File: src/rtl/uart_irq_pkg.sv
package uart_irq_pkg;
  localparam int NUM_LVL = 6;

  // enable register bit positions
  localparam int EN_RXD  = 0;
  localparam int EN_TXE  = 1;
  localparam int EN_LSR  = 2;
  localparam int EN_RTO  = 3;
  localparam int EN_MSR  = 4;
  localparam int EN_SWFC = 5;
  localparam int EN_RTS  = 6;
  localparam int EN_CTS  = 7;

  // level index 0 is the highest priority
  localparam int LV_LSR  = 0;
  localparam int LV_RX   = 1;
  localparam int LV_TX   = 2;
  localparam int LV_MSR  = 3;
  localparam int LV_SWFC = 4;
  localparam int LV_HWFC = 5;

  localparam logic [2:0] LVL_CODE [NUM_LVL] =
    '{3'b011, 3'b010, 3'b001, 3'b000, 3'b100, 3'b101};

  localparam logic [7:0] ISR_NONE   = 8'h01;
  localparam logic [7:0] IER_RESET  = 8'h02;
endpackage

File: src/rtl/uart_irq_regs.sv
module uart_irq_regs
  import uart_irq_pkg::*;
(
  input  logic       clk,
  input  logic       rst,
  input  logic       intsel,
  input  logic       ier_wr,
  input  logic [7:0] ier_wdata,
  input  logic       mcr_wr,
  input  logic       mcr_oe_bit,
  output logic [7:0] ier_q,
  output logic       oe_q
);
  logic mcr_oe_q;

  always_ff @(posedge clk) begin
    if (rst) begin
      ier_q    <= IER_RESET;
      mcr_oe_q <= 1'b0;
      oe_q     <= 1'b0;
    end else begin
      if (ier_wr) ier_q <= ier_wdata;
      if (mcr_wr) mcr_oe_q <= mcr_oe_bit;
      oe_q <= intsel | mcr_oe_q;
    end
  end

  // strap high forces the enable on the next cycle
  assert_strap_forces_oe_R11: assert property (
    @(posedge clk) disable iff (rst) intsel |=> oe_q);

  // enable register holds its reset value on the first cycle out of reset
  assert_ier_reset_R1: assert property (
    @(posedge clk) disable iff (rst) $past(rst) |-> (ier_q == IER_RESET));
endmodule

File: src/rtl/uart_irq_txe_latch.sv
module uart_irq_txe_latch (
  input  logic clk,
  input  logic rst,
  input  logic thr_empty,
  input  logic thr_wr,
  input  logic read_clr,
  output logic txe_q
);
  logic empty_d;

  always_ff @(posedge clk) begin
    if (rst) begin
      txe_q   <= 1'b1;
      empty_d <= 1'b1;
    end else begin
      empty_d <= thr_empty;
      if (thr_empty && !empty_d) txe_q <= 1'b1;
      if (read_clr || thr_wr)    txe_q <= 1'b0;
    end
  end

  // transmit-empty pending right after reset
  assert_txe_after_reset_R1: assert property (
    @(posedge clk) disable iff (rst) $past(rst) |-> txe_q);

  // a holding-register write clears the latch
  assert_thr_wr_clears_R7: assert property (
    @(posedge clk) disable iff (rst) thr_wr |=> !txe_q);
endmodule

File: src/rtl/uart_irq_prio.sv
module uart_irq_prio
  import uart_irq_pkg::*;
#(
  parameter int LVLS = NUM_LVL
) (
  input  logic            clk,
  input  logic            rst,
  input  logic [LVLS-1:0] req,
  output logic [LVLS-1:0] grant,
  output logic [2:0]      code,
  output logic            any
);
  logic [LVLS:0] blocked;

  assign blocked[0] = 1'b0;

  for (genvar g = 0; g < LVLS; g++) begin : g_chain
    assign grant[g]     = req[g] & ~blocked[g];
    assign blocked[g+1] = blocked[g] | req[g];
  end

  assign any = blocked[LVLS];

  always_comb begin
    code = 3'b000;
    for (int i = 0; i < LVLS; i++)
      if (grant[i]) code = code | LVL_CODE[i];
  end

  // never more than one level reported
  assert_single_grant_R6: assert property (
    @(posedge clk) disable iff (rst) $onehot0(grant));

  // the top pending request always wins
  assert_top_wins_R3: assert property (
    @(posedge clk) disable iff (rst) req[0] |-> grant[0]);
endmodule

File: src/rtl/uart_irq_ctrl.sv
module uart_irq_ctrl
  import uart_irq_pkg::*;
#(
  parameter int CNT_W = 5
) (
  input  logic             clk,
  input  logic             rst,
  input  logic             intsel,
  input  logic             ier_wr,
  input  logic [7:0]       ier_wdata,
  input  logic             mcr_wr,
  input  logic             mcr_oe_bit,
  input  logic             line_err,
  input  logic [CNT_W-1:0] rx_count,
  input  logic [CNT_W-1:0] rx_trig,
  input  logic             rx_timeout,
  input  logic             thr_empty,
  input  logic             modem_chg,
  input  logic             xoff_det,
  input  logic             rts_chg,
  input  logic             cts_chg,
  input  logic             isr_rd,
  input  logic             thr_wr,
  output logic [7:0]       isr_q,
  output logic             irq_o,
  output logic             irq_oe
);
  localparam logic [3:0] TX_LOW = {LVL_CODE[LV_TX], 1'b0};

  logic [7:0]         ier_q;
  logic               txe_q;
  logic               read_clr;
  logic               fifo_nz;
  logic               rx_lvl_hit;
  logic [NUM_LVL-1:0] lvl;
  logic [NUM_LVL-1:0] grant;
  logic [2:0]         code;
  logic               any;

  uart_irq_regs u_regs (
    .clk        (clk),
    .rst        (rst),
    .intsel     (intsel),
    .ier_wr     (ier_wr),
    .ier_wdata  (ier_wdata),
    .mcr_wr     (mcr_wr),
    .mcr_oe_bit (mcr_oe_bit),
    .ier_q      (ier_q),
    .oe_q       (irq_oe)
  );

  assign read_clr = isr_rd && (isr_q[3:0] == TX_LOW);

  uart_irq_txe_latch u_txe (
    .clk       (clk),
    .rst       (rst),
    .thr_empty (thr_empty),
    .thr_wr    (thr_wr),
    .read_clr  (read_clr),
    .txe_q     (txe_q)
  );

  assign fifo_nz    = (rx_count != '0);
  assign rx_lvl_hit = fifo_nz && (rx_count >= rx_trig);

  always_comb begin
    lvl          = '0;
    lvl[LV_LSR]  = line_err & ier_q[EN_LSR];
    lvl[LV_RX]   = (rx_lvl_hit & ier_q[EN_RXD]) |
                   (rx_timeout & fifo_nz & ier_q[EN_RTO]);
    lvl[LV_TX]   = txe_q & ier_q[EN_TXE];
    lvl[LV_MSR]  = modem_chg & ier_q[EN_MSR];
    lvl[LV_SWFC] = xoff_det & ier_q[EN_SWFC];
    lvl[LV_HWFC] = (rts_chg & ier_q[EN_RTS]) | (cts_chg & ier_q[EN_CTS]);
  end

  uart_irq_prio #(.LVLS(NUM_LVL)) u_prio (
    .clk   (clk),
    .rst   (rst),
    .req   (lvl),
    .grant (grant),
    .code  (code),
    .any   (any)
  );

  always_ff @(posedge clk) begin
    if (rst) begin
      isr_q <= ISR_NONE;
      irq_o <= 1'b0;
    end else begin
      isr_q <= any ? {4'b0000, code, 1'b0} : ISR_NONE;
      irq_o <= |lvl;
    end
  end

  // status shows "none" exactly when the line is idle
  assert_none_matches_irq_R9: assert property (
    @(posedge clk) disable iff (rst) isr_q[0] == !irq_o);

  // any enabled pending source raises the line next cycle
  assert_irq_follows_R10: assert property (
    @(posedge clk) disable iff (rst) (|lvl) |=> irq_o);

  // timeout ignored with an empty FIFO
  assert_timeout_needs_data_R4: assert property (
    @(posedge clk) disable iff (rst)
      (!fifo_nz && !line_err && !txe_q && !modem_chg && !xoff_det &&
       !rts_chg && !cts_chg) |=> !irq_o);
endmodule

File: config.mk
export PLATFORM = sky130hd
export DESIGN_NAME = uart_irq_ctrl
export DESIGN_NICKNAME = d
export VERILOG_FILES = /design/src/rtl/uart_irq_pkg.sv /design/src/rtl/uart_irq_regs.sv /design/src/rtl/uart_irq_txe_latch.sv /design/src/rtl/uart_irq_prio.sv /design/src/rtl/uart_irq_ctrl.sv
export SDC_FILE = /design/constraint.sdc
export NUM_CORES = 1
export LEC_CHECK = 0
export BUFFER_PORTS_ARGS = -buffer_cell sky130_fd_sc_hd__buf_2
export CORE_MARGIN = 2
export CORE_UTILIZATION = 30
export CTS_CLUSTER_DIAMETER = 30
export DETAILED_ROUTE_END_ITERATION = 16
export GPL_TIMING_DRIVEN = 1
export MAX_ROUTING_LAYER = met4
export SKIP_LAST_GASP = 1
export SYNTH_ARGS = -nofsm -noshare
export SYNTH_HDL_FRONTEND = slang
export SYNTH_HIERARCHICAL = 1
export SYNTH_SLANG_ARGS = --single-unit
File: constraint.sdc
create_clock -name clk -period 2.75 [get_ports clk]
set_input_delay 0.55 -clock clk [delete_from_list [all_inputs] [get_ports clk]]
set_output_delay 0.55 -clock clk [all_outputs]
set_load 0.05 [all_outputs]
==> reports/metrics.cfg <==
[worst_setup_path]
r2r_setup_slack_ns=1.10
worst_setup_path_end_kind=flop
cp.depth=9
r2r-start=u_regs/ier_q[3]
cp_slowest_cell=or4_4
critical-path-top-delay-family=simple AND/OR/NAND/NOR gates
cp_num_buf_inv=1
r2r-end=isr_q[3]
required_ns=2.98
worstSetupStartpointType=primary input
path_max_fanout=5
crit_chain=buf_2 -> ha_1 -> a21o_1 -> a22o_1 -> a41oi_1 -> nor2_1 -> or4_4 -> nor2_1 -> and2_1
slowest_delay_ns=0.48
crit_path_frequent_cell=nor2_1
reg2reg_depth=6
worstPathArrival_ns=2.34
criticalPathCategory=primary input to flop

[global_routing]
grt_overflow_total=0
grtUsageTotal=0.106
first_global_vias=660
grt_max_degree=17
grt_pass1_wl_um=2660
antenna_found_initial=0

[final_layout]
fillCellCount=293
instances_no_fill=164
finalNetCount=172
areaGrowthSynthToFinish_pct=25.7
n_antenna_cell=0
drive_gt1_frac=0.383

[timing]
period_minus_slack_ns=2.11
skew_ns=0.00902
fmax_mhz=473
final.period_utilization=0.769
setup_viol=0
final_hold_viol_count=0
timing.setup.tns_ns=0
final_max_slew_viol_count=0
rsz0062_at_grt=false

[drt]
first_iter_violations=20
dr_total_vias=751
wl_per_cell_um=10.1
dr.pass1.iters=4
drtAntennaViolNets=0
drc=0
drt_wl_total_um=1650
vias_per_cell=4.58

[floorplanning]
rows=19
initial_core_util=0.316
pin_count=43
die_area_mm2=0.00332
core-area_mm2=0.00273
fp.dieW_um=57.6
fp.dieH_um=57.6

[placement]
routabilityCongestion=0.707
dpl.cell_count=160
dp_hpwl_um=1400
portBuffers=38

[pwr]
power_frac_comb=0.260
powerDensity_mw_per_mm2=498
p_sw_uw=164
swShare=0.303
sequentialPowerShare=0.504
peakVddDrop_uv=351
internal_power_uw=376
pwr-share-clk=0.237
leakage_nw=0.574

[clocking]
cts_tree=yes
cts_buffer_depth=2
ctsResizeCount=0
cts_setup_buffers=0
ctsHoldBuffers=0
cts-root-buf=clkbuf_4
cts_htree_levels=1
path_clk_slew_ns=0.10
clock_latency_ns=0.29
cts_made_buffers=3
cts.sinks=17

[worst_hold_path]
holdPathEnd=u_regs/ier_q[1]
hold_start=ier_wdata[1]
holdPathStages=2
hp-class=primary input to flop

[outcome]
status=finished, final reports clean

[job]
drv_cap=0

[logic_synthesis]
syn_inst=94
synth_area_um2=863
syn_area_per_cell_um2=9.18
ys_warn_count=6

[through the flow]
stage               power (mW)   util  area (µm²)  setup WS (ns)  hold WS [ns]
CTS                      0.549  0.397        1080          0.634         0.449
finish                   0.540  0.397        1080          0.636         0.460
global route             0.573  0.397        1080          0.454         0.438
detailed placement       0.419  0.387        1060          0.336         0.463
global placement         0.415  0.387        1060          0.362         0.453
floorplan                0.382      -         875          0.546         0.437
[power groups by stage]
stage,logic [mW],clock network [mW],registers [mW]
final,0.140,0.128,0.272
after floorplan,0.0778,0,0.304
after global placement,0.138,0,0.277
after CTS,0.142,0.134,0.272
after detailed placement,0.141,0,0.278
after global routing,0.155,0.144,0.274
[cell usage in the layout (no fill, tap or decap)]
cell        n
o22ai_1     1
conb_1      4
nor2_2      1
inv_1       7
or2_1       2
nand2_1     2
nor2b_2     1
dfxtp_1    17
nor4b_1     1
nor4_1      2
a2bb2oi_1   1
clkbuf_4    3
and2_2      2
a211o_2     1
a211o_1     1
nor2b_1     2
a21o_1      1
a41oi_1     1
and4b_1     1
a22o_1      2
or4_4       2
mux2i_1     8
a21oi_1     1
o21ai_0     1
ha_1        5
clkinv_2    1
buf_2      38
nor2_1     16
nand2b_1    1
or2_2       2
and2_1      5
[registers in the layout, indices dropped and copies added, names as in the netlist]
signal / flops
u_txe/txe_q: 1
u_txe/empty_d: 1
isr_q: 4
u_regs/ier_q: 8
u_regs/mcr_oe_q: 1
irq_o: 1
u_regs/oe_q: 1
[how the worst max path moves through the flow]
stage	from	to	slack (ns)
floorplan	rx_trig[4]	isr_q[3]	0.55
detailed placement	rx_count[4]	isr_q[3]	0.34
global route	rx_count[4]	isr_q[3]	0.45
global placement	rx_count[4]	isr_q[3]	0.36
finish	rx_count[4]	isr_q[3]	0.64
CTS	rx_count[4]	isr_q[3]	0.63
[layout make-up]
class                           instances  area (µm²)  area share
Clock inverter                          1        5.00     0.00461
Multi-Input combinational cell         67         462       0.426
Inverter                                7        26.3      0.0242
Clock buffer                            3        22.5      0.0208
Sequential cell                        17         340       0.314
Timing Repair Buffer                   38         190       0.175
Tap cell                               31        38.8      0.0358
[layer usage]
metal,up-vias,track usage,part of all wire
li1,389,-,-
met1,328,0.131,0.44
met2,34,0.169,0.46
met3,0,0.0424,0.093
met4,0,0.00997,0
met5,-,-,0
(Power assumes the default switching activity.)
